File: src/rtl/ramp_cal_pkg.sv
// Package: shared types for the ramp calibrator.
// Assumes: nothing beyond IEEE 1800-2017 packages.
package ramp_cal_pkg;
    typedef enum logic {
        CAL_IDLE = 1'b0,
        CAL_RAMP = 1'b1
    } cal_state_t;
endpackage

File: src/rtl/ramp_stepper.sv
// Module: ramp_stepper
// Owns the ramp state and the step counter. It accepts a start only while
// idle and advances one step per tick. After the tick on the top code it
// returns to idle with the counter at zero.
// Assumes: cal_tick is a single-cycle enable that is synchronous to clk.
module ramp_stepper
    import ramp_cal_pkg::*;
#(
    parameter int CODE_W = 3
) (
    input  logic              clk,
    input  logic              rst_n,
    input  logic              cal_start,
    input  logic              cal_tick,
    output logic              busy,
    output logic              accept,
    output logic              last_step,
    output logic [CODE_W-1:0] step
);
    localparam logic [CODE_W-1:0] STEP_MAX = {CODE_W{1'b1}};

    cal_state_t state;

    assign busy      = (state == CAL_RAMP);
    assign accept    = cal_start && !busy;
    assign last_step = busy && cal_tick && (step == STEP_MAX);

    // Purpose: ramp state and step counter update.
    always_ff @(posedge clk) begin
        if (!rst_n) begin
            state <= CAL_IDLE;
            step  <= '0;
        end else if (accept) begin
            state <= CAL_RAMP;
            step  <= '0;
        end else if (busy && cal_tick) begin
            if (step == STEP_MAX) begin
                state <= CAL_IDLE;
                step  <= '0;
            end else begin
                step <= step + 1'b1;
            end
        end
    end

    // a tick below the top code advances the count by one
    a_r2_step_inc: assert property (@(posedge clk) disable iff (!rst_n)
        (busy && cal_tick && step != STEP_MAX) |=> (step == $past(step) + 1'b1));
    // a start during a ramp with no tick leaves the count unchanged
    a_r3_start_ignored: assert property (@(posedge clk) disable iff (!rst_n)
        (busy && cal_start && !cal_tick) |=> (busy && $stable(step)));
    // the counter sits at zero whenever the block is idle
    a_r4_idle_zero: assert property (@(posedge clk) disable iff (!rst_n)
        !busy |-> (step == '0));
    // busy falls right after the final tick
    a_r4_end: assert property (@(posedge clk) disable iff (!rst_n)
        last_step |=> !busy);
endmodule

File: src/rtl/pix_cal_cell.sv
// Module: pix_cal_cell
// Calibration register for one pixel. During a ramp it captures the step
// code at the first high comparator sample. A pixel still uncaptured when
// the ramp ends gets the top code and an out-of-range mark.
// Assumes: cmp_in is already synchronised to clk.
module pix_cal_cell #(
    parameter int CODE_W = 3
) (
    input  logic              clk,
    input  logic              rst_n,
    input  logic              clear,
    input  logic              busy,
    input  logic              last_step,
    input  logic [CODE_W-1:0] step,
    input  logic              cmp_in,
    output logic [CODE_W-1:0] code,
    output logic              oor
);
    localparam logic [CODE_W-1:0] CODE_MAX = {CODE_W{1'b1}};

    logic captured;

    // Purpose: clear on start, capture the first flip, fill pixels that never fired.
    always_ff @(posedge clk) begin
        if (!rst_n || clear) begin
            code     <= '0;
            oor      <= 1'b0;
            captured <= 1'b0;
        end else if (busy && !captured) begin
            if (cmp_in) begin
                code     <= step;
                captured <= 1'b1;
            end else if (last_step) begin
                code     <= CODE_MAX;
                oor      <= 1'b1;
                captured <= 1'b1;
            end
        end
    end

    // after capture, code and flag hold for the rest of the ramp
    a_r6_hold: assert property (@(posedge clk) disable iff (!rst_n)
        (busy && captured && !clear) |=> ($stable(code) && $stable(oor)));
    // an out-of-range pixel always carries the top code
    a_r7_oor_max: assert property (@(posedge clk) disable iff (!rst_n)
        oor |-> (code == CODE_MAX));
    // while idle, the comparator input cannot change the code
    a_r9_idle_hold: assert property (@(posedge clk) disable iff (!rst_n)
        (!busy && !clear) |=> $stable(code));
endmodule

File: src/rtl/ramp_trim_calibrator.sv
// Module: ramp_trim_calibrator (top)
// One shared reference ramp fills a calibration register in every pixel.
// In normal mode the stored codes drive the per-pixel offset selects.
// Assumes: every input is synchronous to clk; the analog DAC lies outside.
module ramp_trim_calibrator #(
    parameter int NPIX   = 8,
    parameter int CODE_W = 3
) (
    input  logic                     clk,
    input  logic                     rst_n,
    input  logic                     cal_start,
    input  logic                     cal_tick,
    input  logic [NPIX-1:0]          cmp_in,
    output logic [CODE_W-1:0]        dac_code,
    output logic                     busy,
    output logic [NPIX*CODE_W-1:0]   cal_codes,
    output logic [NPIX-1:0]          out_of_range,
    output logic [NPIX*CODE_W-1:0]   trim_sel
);
    localparam int BUS_W = NPIX * CODE_W;

    logic              accept;
    logic              last_step;
    logic [CODE_W-1:0] step;

    ramp_stepper #(.CODE_W(CODE_W)) u_step (
        .clk       (clk),
        .rst_n     (rst_n),
        .cal_start (cal_start),
        .cal_tick  (cal_tick),
        .busy      (busy),
        .accept    (accept),
        .last_step (last_step),
        .step      (step)
    );

    assign dac_code = step;

    for (genvar p = 0; p < NPIX; p++) begin : g_pix
        pix_cal_cell #(.CODE_W(CODE_W)) u_cell (
            .clk       (clk),
            .rst_n     (rst_n),
            .clear     (accept),
            .busy      (busy),
            .last_step (last_step),
            .step      (step),
            .cmp_in    (cmp_in[p]),
            .code      (cal_codes[p*CODE_W +: CODE_W]),
            .oor       (out_of_range[p])
        );
    end

    // Purpose: offset selects follow the stored codes only outside a ramp.
    always_comb begin
        trim_sel = busy ? '0 : cal_codes;
    end

    // an accepted start leaves every code and flag cleared
    a_r8_clear: assert property (@(posedge clk) disable iff (!rst_n)
        accept |=> (cal_codes == '0 && out_of_range == '0));
    // no trim is applied while a ramp is running
    a_r9_trim_busy: assert property (@(posedge clk) disable iff (!rst_n)
        busy |-> (trim_sel == {BUS_W{1'b0}}));
    // busy rises right after an accepted start
    a_r3_busy_rise: assert property (@(posedge clk) disable iff (!rst_n)
        accept |=> busy);
endmodule

File: config.mk
export PLATFORM = sky130hd
export DESIGN_NAME = ramp_trim_calibrator
export DESIGN_NICKNAME = d
export VERILOG_FILES = /design/src/rtl/ramp_cal_pkg.sv /design/src/rtl/ramp_stepper.sv /design/src/rtl/pix_cal_cell.sv /design/src/rtl/ramp_trim_calibrator.sv
export SDC_FILE = /design/constraint.sdc
export NUM_CORES = 1
export LEC_CHECK = 0
export ABC_AREA = 1
export BUFFER_PORTS_ARGS = -buffer_cell sky130_fd_sc_hd__buf_2
export CAP_MARGIN = 20
export CORE_MARGIN = 1
export CORE_UTILIZATION = 40
export CTS_BUF_LIST = sky130_fd_sc_hd__clkbuf_2 sky130_fd_sc_hd__clkbuf_4 sky130_fd_sc_hd__clkbuf_8
export DETAILED_ROUTE_END_ITERATION = 6
export GPL_TIMING_DRIVEN = 0
export PLACE_DENSITY_LB_ADDON = 0.2
export SLEW_MARGIN = 20
export SYNTH_ARGS = -nofsm -noshare
export SYNTH_HDL_FRONTEND = slang
export SYNTH_HIERARCHICAL = 1
export SYNTH_SLANG_ARGS = --single-unit
File: constraint.sdc
create_clock -name clk -period 4.75 [get_ports clk]
set_input_delay 0.95 -clock clk [delete_from_list [all_inputs] [get_ports clk]]
set_output_delay 0.95 -clock clk [all_outputs]
set_load 0.05 [all_outputs]
==> metrics.log, run 1 <==
INFO  metric run_status = finished clean
INFO  metric route.detailed.wl_per_inst = 9.67 um
INFO  metric synth.yosys.seq_area_share = 40.3%
INFO  metric clockBufferDepth = 2
INFO  metric seq_area = 882 um2
INFO  metric hold_violations = 0
INFO  metric cts_setup_buffers = 0
INFO  metric setup.worst_path.class = reg -> out
INFO  metric crit_arrival = 1.66 ns
INFO  metric timing.critical_path.cells = buf_6 > nor2_1 > buf_2
INFO  metric die_h = 76.0 um
INFO  metric floorplan.die.width = 76.0 um
INFO  metric timing.clock.skew = 0.00406 ns
INFO  metric routed_wirelength = 4880 um
INFO  metric timing.max_cap.violations = 0
INFO  metric report.final.setup_viol = 0
INFO  metric ys_warn_count = 6
INFO  metric slowest_stage = sky130_fd_sc_hd__dfxtp_2
INFO  metric htreeDepth = 2
INFO  metric power_density = 294 nW/um2
INFO  metric route.antenna.remaining_nets = 0
INFO  metric timing.final.crit_period = 2.61 ns
INFO  metric fp.coreArea = 5170 um2
INFO  metric fp.dieArea = 5770 um2
INFO  metric numPlacedInstances = 497
INFO  metric power.internal = 553 uW
INFO  metric row_count = 26
INFO  metric vdd_drop_max = 0.000152 V
INFO  metric min_delay_worst_type = reg -> reg
INFO  metric switching_power = 250 uW
INFO  metric worstMarginPinSlew = 0.798 ns
INFO  metric clockPowerShare = 31.2%
INFO  metric crit_buf_inv = 2
INFO  metric ctsResizeCount = 0
INFO  metric place.port_buffers = 71
INFO  metric layout_worst_path_cycle_share = 54.9%
INFO  metric crit_path_start_kind = flop
INFO  metric initial_antenna_violation_count = 0
INFO  metric cell_type_group_with_the_largest_total_delay_on_the_critical_path = flip-flops
INFO  metric tritoncts = done
INFO  metric drive_above_1_share = 21.4%
INFO  metric combinationalPowerShare = 19.4%
INFO  metric endpoint_class_of_the_critical_path = output pin
INFO  metric post-route-drc-count = 0
INFO  metric synthesis.nets = 370
INFO  metric cts_root_buf = sky130_fd_sc_hd__clkbuf_8
INFO  metric insertedDiodeCount = 0
INFO  metric vias_in_the_first_global_route = 1998
INFO  metric min_to = g_pix[3].u_cell/oor
INFO  metric final_max_slew_viol_count = 0
INFO  metric setup-tns-final = 0 ns
INFO  metric fillers = 566
INFO  metric critical_path_required = 3.80 ns
INFO  metric slew_headroom = 46.8%
INFO  metric timing.hold.worst_path_depth = 2
INFO  metric cts_made_buffers = 5
INFO  metric p_leak = 1.36 nW
INFO  metric via_count = 2184
INFO  metric cts.reportedPaths.clkPinSlew = 0.08 ns
INFO  metric syn_area_per_cell = 6.15 um2
INFO  metric power.share.switching = 31.2%
INFO  metric hold_buf_count_cts = 0
INFO  metric route.detailed.vias_per_inst = 4.32
INFO  metric synth_cells = 356
INFO  metric detailedPlacementHpwl = 3440 um
INFO  metric track_usage = 18.1%
INFO  metric grt_pass1_wl = 8560 um
INFO  metric r2r_cells = 6
INFO  metric boundaryPins = 72
INFO  metric clkSinkCount = 44
INFO  metric crit-reg2reg-launch = u_step/busy
INFO  metric clkLatencyLatePin = 0.30 ns
INFO  metric timing.hold.worst.start = g_pix[3].u_cell/oor
INFO  metric syn-cell-area = 2190 um2
INFO  metric drtIter0Drc = 71
INFO  metric detailedRoute.firstPassIterationCount = 4
INFO  metric grt_start_max_net_pins = 45
INFO  metric multiInputGateArea = 912 um2
INFO  metric overflow = 0
INFO  metric timing.critical_path.fanout_max = 44
INFO  metric post_layout_nonfiller_instances = 505
INFO  metric unrepaired_setup_endpoints_after_global_routing = false
INFO  metric area_growth = 24.9%
INFO  metric setup.reg_to_reg.worst_slack = 2.50 ns
INFO  metric initial_utilization = 42.3%
INFO  metric yosysUniqueCellTypes = 12
INFO  metric achievable-frequency = 383 MHz
INFO  metric final_core_util = 52.8%
INFO  metric gp_congestion = 0.771
INFO  metric critical_path.max_stage_delay = 0.86 ns
INFO  metric power_frac_seq = 49.5%
INFO  metric timing.rr.end = g_pix[4].u_cell/code[2]
INFO  metric synth.ff_latch_count = 44
INFO  metric fin_nets = 448
## metrics by stage
stage	worst slack (ns)	power, mW	cell area, um2	hold slack (ns)
after floorplan	1.93	0.523	2190	0.440
after global placement	1.70	0.560	2630	0.435
after detailed placement	2.38	0.563	2640	0.436
after CTS	2.13	0.815	2730	0.448
after global routing	2.02	0.850	2730	0.471
final	2.14	0.803	2730	0.446
## cell type report
| type | instances | share of cell area [%] |
|---|---|---|
| clock buffer | 8 | 3.57 |
| tap | 70 | 3.21 |
| inverter | 100 | 13.7 |
| timing repair buffer | 71 | 13.0 |
| buffer | 2 | 0.824 |
| multi-input combinational | 210 | 33.4 |
| sequential | 44 | 32.3 |
## state kept, by name, summed over array words and instances (netlist names)
signal / count
g_pix.u_cell/code: 24
g_pix.u_cell/captured: 8
u_step/busy: 1
u_step/step: 3
g_pix.u_cell/oor: 8
## worst reg2reg max path: stages (launching register included)
cell                      delay, ns
sky130_fd_sc_hd__dfxtp_2       0.86
sky130_fd_sc_hd__nand2_2       0.20
sky130_fd_sc_hd__nor2_2        0.63
sky130_fd_sc_hd__nor2_1        0.11
sky130_fd_sc_hd__nor2_2        0.22
sky130_fd_sc_hd__nor2_1        0.06
sky130_fd_sc_hd__nor2_1        0.10
## logic make-up after synthesis
logic type,Yosys count,share of synthesized area [%]
AND/OR/NAND/NOR,196,37.7
buffers and inverters,102,18.2
flip-flops,44,40.3
AO/OA/AOI/OAI,12,2.74
adder cells (fa/ha/maj),2,1.14
## layer usage
metal / up-vias / track usage (%) / part of all wire, % / wire (um)
met4: 0 / 5.77 / 1.3 / 65
met3: 6 / 3.73 / 6.5 / 318
li1: 1195 / - / - / -
met2: 54 / 32.4 / 47 / 2300
met1: 929 / 21.6 / 45 / 2200
met5: - / 0 / 0 / 0
## how the worst max path moves through the flow
stage / start / endpoint / slack, ns / cells after the start
after global placement: u_step/busy / g_pix[6].u_cell/code[1] / 1.70 / 6
after detailed placement: cal_tick / g_pix[4].u_cell/code[2] / 2.38 / 7
after CTS: u_step/busy / trim_sel[10] / 2.13 / 3
final: u_step/busy / trim_sel[10] / 2.14 / 3
after global routing: u_step/busy / trim_sel[20] / 2.02 / 3
after floorplan: u_step/busy / trim_sel[0] / 1.93 / 1
## layout by cell type, fill, tap and decap left out, types with 3 or more instances in the layout
master | Yosys | routed
sky130_fd_sc_hd__nor2_1 | 115 | 114
sky130_fd_sc_hd__inv_1 | 100 | 100
sky130_fd_sc_hd__buf_2 | 0 | 71
sky130_fd_sc_hd__nand2_1 | 44 | 44
sky130_fd_sc_hd__dfxtp_1 | 44 | 43
sky130_fd_sc_hd__nand4_1 | 24 | 24
sky130_fd_sc_hd__a21oi_1 | 11 | 11
sky130_fd_sc_hd__nor2_2 | 8 | 9
sky130_fd_sc_hd__clkbuf_8 | 0 | 6
sky130_fd_sc_hd__nand3_1 | 3 | 3
## cells in the mapped netlist
| cell | n | share of area, % |
|---|---|---|
| sky130_fd_sc_hd__nor2_1 | 115 | 20 |
| sky130_fd_sc_hd__inv_1 | 100 | 17 |
| sky130_fd_sc_hd__dfxtp_1 | 44 | 40 |
| sky130_fd_sc_hd__nand2_1 | 44 | 7.5 |
| sky130_fd_sc_hd__nand4_1 | 24 | 6.9 |
| sky130_fd_sc_hd__a21oi_1 | 11 | 2.5 |
| sky130_fd_sc_hd__nor2_2 | 8 | 2.3 |
| sky130_fd_sc_hd__nand3_1 | 3 | 0.69 |
| sky130_fd_sc_hd__buf_6 | 2 | 1.0 |
| sky130_fd_sc_hd__ha_1 | 2 | 1.1 |
| sky130_fd_sc_hd__nand2_2 | 2 | 0.57 |
| sky130_fd_sc_hd__o21ai_0 | 1 | 0.23 |
## power by group through the flow
stage | clock, mW | combinational, mW | sequential, mW
floorplan | 0 | 0.0879 | 0.435
global route | 0.275 | 0.174 | 0.400
global placement | 0 | 0.155 | 0.406
finish | 0.250 | 0.156 | 0.397
CTS | 0.261 | 0.157 | 0.397
detailed placement | 0 | 0.156 | 0.406
Note: power is estimated with default switching activity, not from simulation.
==> inputs of run 2 (changes only) <==
--- a/config.mk
+++ b/config.mk
@@ -5,7 +5,7 @@
 export SDC_FILE = /design/constraint.sdc
 export NUM_CORES = 1
 export LEC_CHECK = 0
-export ABC_AREA = 1
+export ABC_AREA = 0
 export BUFFER_PORTS_ARGS = -buffer_cell sky130_fd_sc_hd__buf_2
 export CAP_MARGIN = 20
 export CORE_MARGIN = 1
==> constraint.sdc (replaced) <==
create_clock -name clk -period 2.5 [get_ports clk]
set_input_delay 0.5 -clock clk [delete_from_list [all_inputs] [get_ports clk]]
set_output_delay 0.5 -clock clk [all_outputs]
set_load 0.05 [all_outputs]
==> run 2 against run 1 <==
  * Hold slack better by 0.046 ns
  * Utilization is 0.56 points higher
  * Clock skew rose by 0.0032 ns
  * Flip-flop and latch count did not move
  * Critical path depth is the same
  * Highest routed layer unchanged
  * Largest power group unchanged
  * Critical path type unchanged
  * Via count is 28% lower
==> metrics.log, run 2 <==
INFO  metric route.detailed.vias_per_inst = 4.84 (+12%)
INFO  metric p_leak = 1.21 nW (-11%)
INFO  metric numPlacedInstances = 316 (-36%)
INFO  metric achievable-frequency = 479 MHz
INFO  metric route.detailed.wl_per_inst = 13.0 um (+34%)
INFO  metric crit_arrival = 1.59 ns (-0.07 ns)
INFO  metric cts_setup_buffers = 0 (unchanged)
INFO  metric timing.max_cap.violations = 0 (unchanged)
INFO  metric hold_violations = 0 (unchanged)
INFO  metric layout_worst_path_cycle_share = 83.5%
INFO  metric detailedRoute.firstPassIterationCount = 4 (unchanged)
INFO  metric synth_edf_count = 0 (unchanged)
INFO  metric layout_commonest_cell = sky130_fd_sc_hd__buf_2
INFO  metric clkLatencyLatePin = 0.29 ns (about the same)
INFO  metric timing.critical_path.fanout_max = 16 (-64%)
INFO  metric timing.final.crit_period = 2.09 ns
INFO  metric synth_compound_gate_area_share = 26.2% (+23 points)
INFO  metric initial_antenna_violation_count = 0 (unchanged)
INFO  metric critical_path_required = 2.00 ns (-1.80 ns)
INFO  metric synth_cells = 178 (-50%)
INFO  metric run_status = finished clean
INFO  metric grt_start_max_net_pins = 18 (-60%)
INFO  metric place.port_buffers = 71 (unchanged)
INFO  metric synth.ff_latch_count = 44 (unchanged)
INFO  metric grt_pass1_wl = 6550 um (-23%)
INFO  metric syn_area_per_cell = 11.3 um2 (+83%)
INFO  metric synth_top_family_by_area = compound AO/OA/AOI/OAI gates
INFO  metric synth_top_cell_by_area = sky130_fd_sc_hd__dfxtp_1
INFO  metric synthesis.nets = 192 (-48%)
INFO  metric initial_utilization = 41.9% (-0.43 points)
INFO  metric cts.reportedPaths.clkPinSlew = 0.08 ns (about the same)
INFO  metric route.antenna.remaining_nets = 0 (unchanged)
INFO  metric worst_hold_slack = 0.492 ns (+0.0457 ns)
INFO  metric synth_xor_xnor_area_share = 0% (unchanged)
INFO  metric via_count = 1567 (-28%)
INFO  metric clockBufferDepth = 2 (unchanged)
INFO  metric post_synth_mux_area_share = 1.50% (+1.5 points)
INFO  metric ys_warn_count = 6 (unchanged)
INFO  metric drive_above_1_share = 44.0% (+23 points)
INFO  metric endpoint_class_of_the_critical_path = output pin
INFO  metric vias_in_the_first_global_route = 1386 (-31%)
INFO  metric synth.top_cell.area_share = 43.9% (+3.7 points)
INFO  metric async_flop_share = 0% (unchanged)
INFO  metric slew_headroom = 53.8% (+7.0 points)
INFO  metric detailedPlacementHpwl = 2900 um (-16%)
INFO  metric synthSimpleGateAreaFrac = 23.9% (-14 points)
INFO  metric overflow = 0 (unchanged)
INFO  metric row_count = 25 (-3.8%)
INFO  metric most_used_cells_in_the_layout_excluding_fill_and_tap_cells = 71 x sky130_fd_sc_hd__buf_2, 44 x sky130_fd_sc_hd__dfxtp_1, 25 x sky130_fd_sc_hd__nor2b_1, 24 x sky130_fd_sc_hd__o221a_1, 14 x sky130_fd_sc_hd__nor2b_2
INFO  metric power_density = 624 nW/um2 (+110%)
INFO  metric worstMarginPinSlew = 0.693 ns (-0.105 ns)
INFO  metric min_delay_worst_type = reg -> reg
INFO  metric setup.worst_path.class = reg -> out
INFO  metric report.final.setup_viol = 0 (unchanged)
INFO  metric multiInputGateArea = 1060 um2 (+16%)
INFO  metric syn-cell-area = 2000 um2 (-8.4%)
INFO  metric synth_top_cells_by_count = 44 x sky130_fd_sc_hd__dfxtp_1, 25 x sky130_fd_sc_hd__nor2b_1, 24 x sky130_fd_sc_hd__o221a_1, 14 x sky130_fd_sc_hd__nor2b_2, 9 x sky130_fd_sc_hd__nand2_1
INFO  metric track_usage = 16.4% (-1.7 points)
INFO  metric largest-register = g_pix.u_cell/code
INFO  metric synth.yosys.seq_area_share = 43.9% (+3.7 points)
INFO  metric timing.clock.skew = 0.00725 ns (+0.00319 ns)
INFO  metric crit_path_start_kind = flop
INFO  metric post-synth-top-count-cell = sky130_fd_sc_hd__dfxtp_1
INFO  metric yosysUniqueCellTypes = 20 (+8)
INFO  metric gp_congestion = 0.747 (-3.0%)
INFO  metric fin_nets = 270 (-40%)
INFO  metric fp.dieArea = 5300 um2 (-8.2%)
INFO  metric drtIter0Drc = 52 (-27%)
INFO  metric primary_ff_master_synth = sky130_fd_sc_hd__dfxtp_1
INFO  metric vdd_drop_max = 0.000305 V (+100%)
INFO  metric top_regs = g_pix.u_cell/code x24, g_pix.u_cell/captured x8, g_pix.u_cell/oor x8
INFO  metric setup-tns-final = 0 ns (unchanged)
INFO  metric hold_buf_count_cts = 0 (unchanged)
INFO  metric tritoncts = done
INFO  metric htreeDepth = 2 (unchanged)
INFO  metric floorplan.die.width = 72.8 um (-4.2%)
INFO  metric seq_area = 881 um2 (-0.14%)
INFO  metric routed_wirelength = 4200 um (-14%)
INFO  metric number_of_flip_flops_in_the_largest_register = 24 (unchanged)
INFO  metric unrepaired_setup_endpoints_after_global_routing = false
INFO  metric ctsResizeCount = 0 (unchanged)
INFO  metric clkSinkCount = 44 (unchanged)
INFO  metric fp.coreArea = 4790 um2 (-7.5%)
INFO  metric synth_adder_area_share = 1.25% (+0.10 points)
INFO  metric boundaryPins = 72 (unchanged)
INFO  metric post_layout_nonfiller_instances = 324 (-36%)
INFO  metric post-route-drc-count = 0 (unchanged)
INFO  metric fillers = 471 (-17%)
INFO  metric final_max_slew_viol_count = 0 (unchanged)
INFO  metric cts_made_buffers = 5 (unchanged)
INFO  metric cts_root_buf = sky130_fd_sc_hd__clkbuf_8
INFO  metric area_growth = 27.5%
INFO  metric netlist_top_cells_area = sky130_fd_sc_hd__dfxtp_1 44%, sky130_fd_sc_hd__o221a_1 13%, sky130_fd_sc_hd__nor2b_1 7.8%
INFO  metric die_h = 72.8 um (-4.2%)
INFO  metric insertedDiodeCount = 0 (unchanged)
==> run 2: cells by family (layout without fill, tap and decap cells) <==
| kind of cell | Yosys count | in the layout |
|---|---|---|
| AO/OA/AOI/OAI | 53 | 53 |
| buffers and inverters | 11 | 90 |
| AND/OR/NAND/NOR | 65 | 65 |
| flip-flops | 44 | 44 |
| multiplexers | 3 | 3 |
| adder cells (fa/ha/maj) | 2 | 2 |
==> run 2: final cells by class <==
| cell class | count | area share [%] |
|---|---|---|
| tap | 67 | 3.28 |
| sequential | 44 | 34.5 |
| clock buffer | 5 | 2.69 |
| timing repair buffer | 71 | 13.9 |
| buffer | 3 | 1.32 |
| clock inverter | 3 | 1.67 |
| multi-input combinational | 123 | 41.5 |
| inverter | 8 | 1.18 |
==> run 2: worst max-delay path, cell delays in order, from the launching register on <==
cell	delay [ns]
sky130_fd_sc_hd__dfxtp_1	0.77
sky130_fd_sc_hd__buf_6	0.25
sky130_fd_sc_hd__nor2b_1	0.07
sky130_fd_sc_hd__buf_2	0.21
==> run 2: per-stage QoR <==
step | utilization [%] | total power, mW | setup slack, ns | cell area, um2
6_report | 53.4 | 1.60 | 0.412 | 2550
5_1_grt | 53.4 | 1.67 | 0.313 | 2550
4_1_cts | 53.4 | 1.61 | 0.380 | 2550
3_5_place_dp | 51.1 | 1.08 | 0.496 | 2440
3_3_place_gp | 51.1 | 1.08 | 0.512 | 2440
2_1_floorplan | - | 1.00 | 0.442 | 2000
==> run 2: path summary, 6_finish.rpt <==
kind                                     startpoint                       to  slack (ns)  cells past startpoint
worst min-delay path            g_pix[4].u_cell/oor      g_pix[4].u_cell/oor        0.49                      2
worst max register to register       u_step/step[0]  g_pix[0].u_cell/code[0]        0.44                      5
worst min register to register  g_pix[4].u_cell/oor      g_pix[4].u_cell/oor        0.49                      2
worst max-delay path                    u_step/busy             trim_sel[19]        0.41                      3
==> run 2: per-layer routing <==
layer	track usage (%)	share of wire [%]	vias up	routed length, um
met1	21.6	50	725	2110
met4	4.58	0.76	0	32
met3	4.70	3.6	4	151
met5	0	0	-	0
met2	26.3	45	34	1910
li1	-	-	804	-
==> run 2: report_power, final <==
part           internal, mW  leakage (nW)  switching [mW]
Sequential            0.727         0.358          0.0361
Clock                 0.296        0.0541           0.241
Combinational         0.101         0.802           0.195
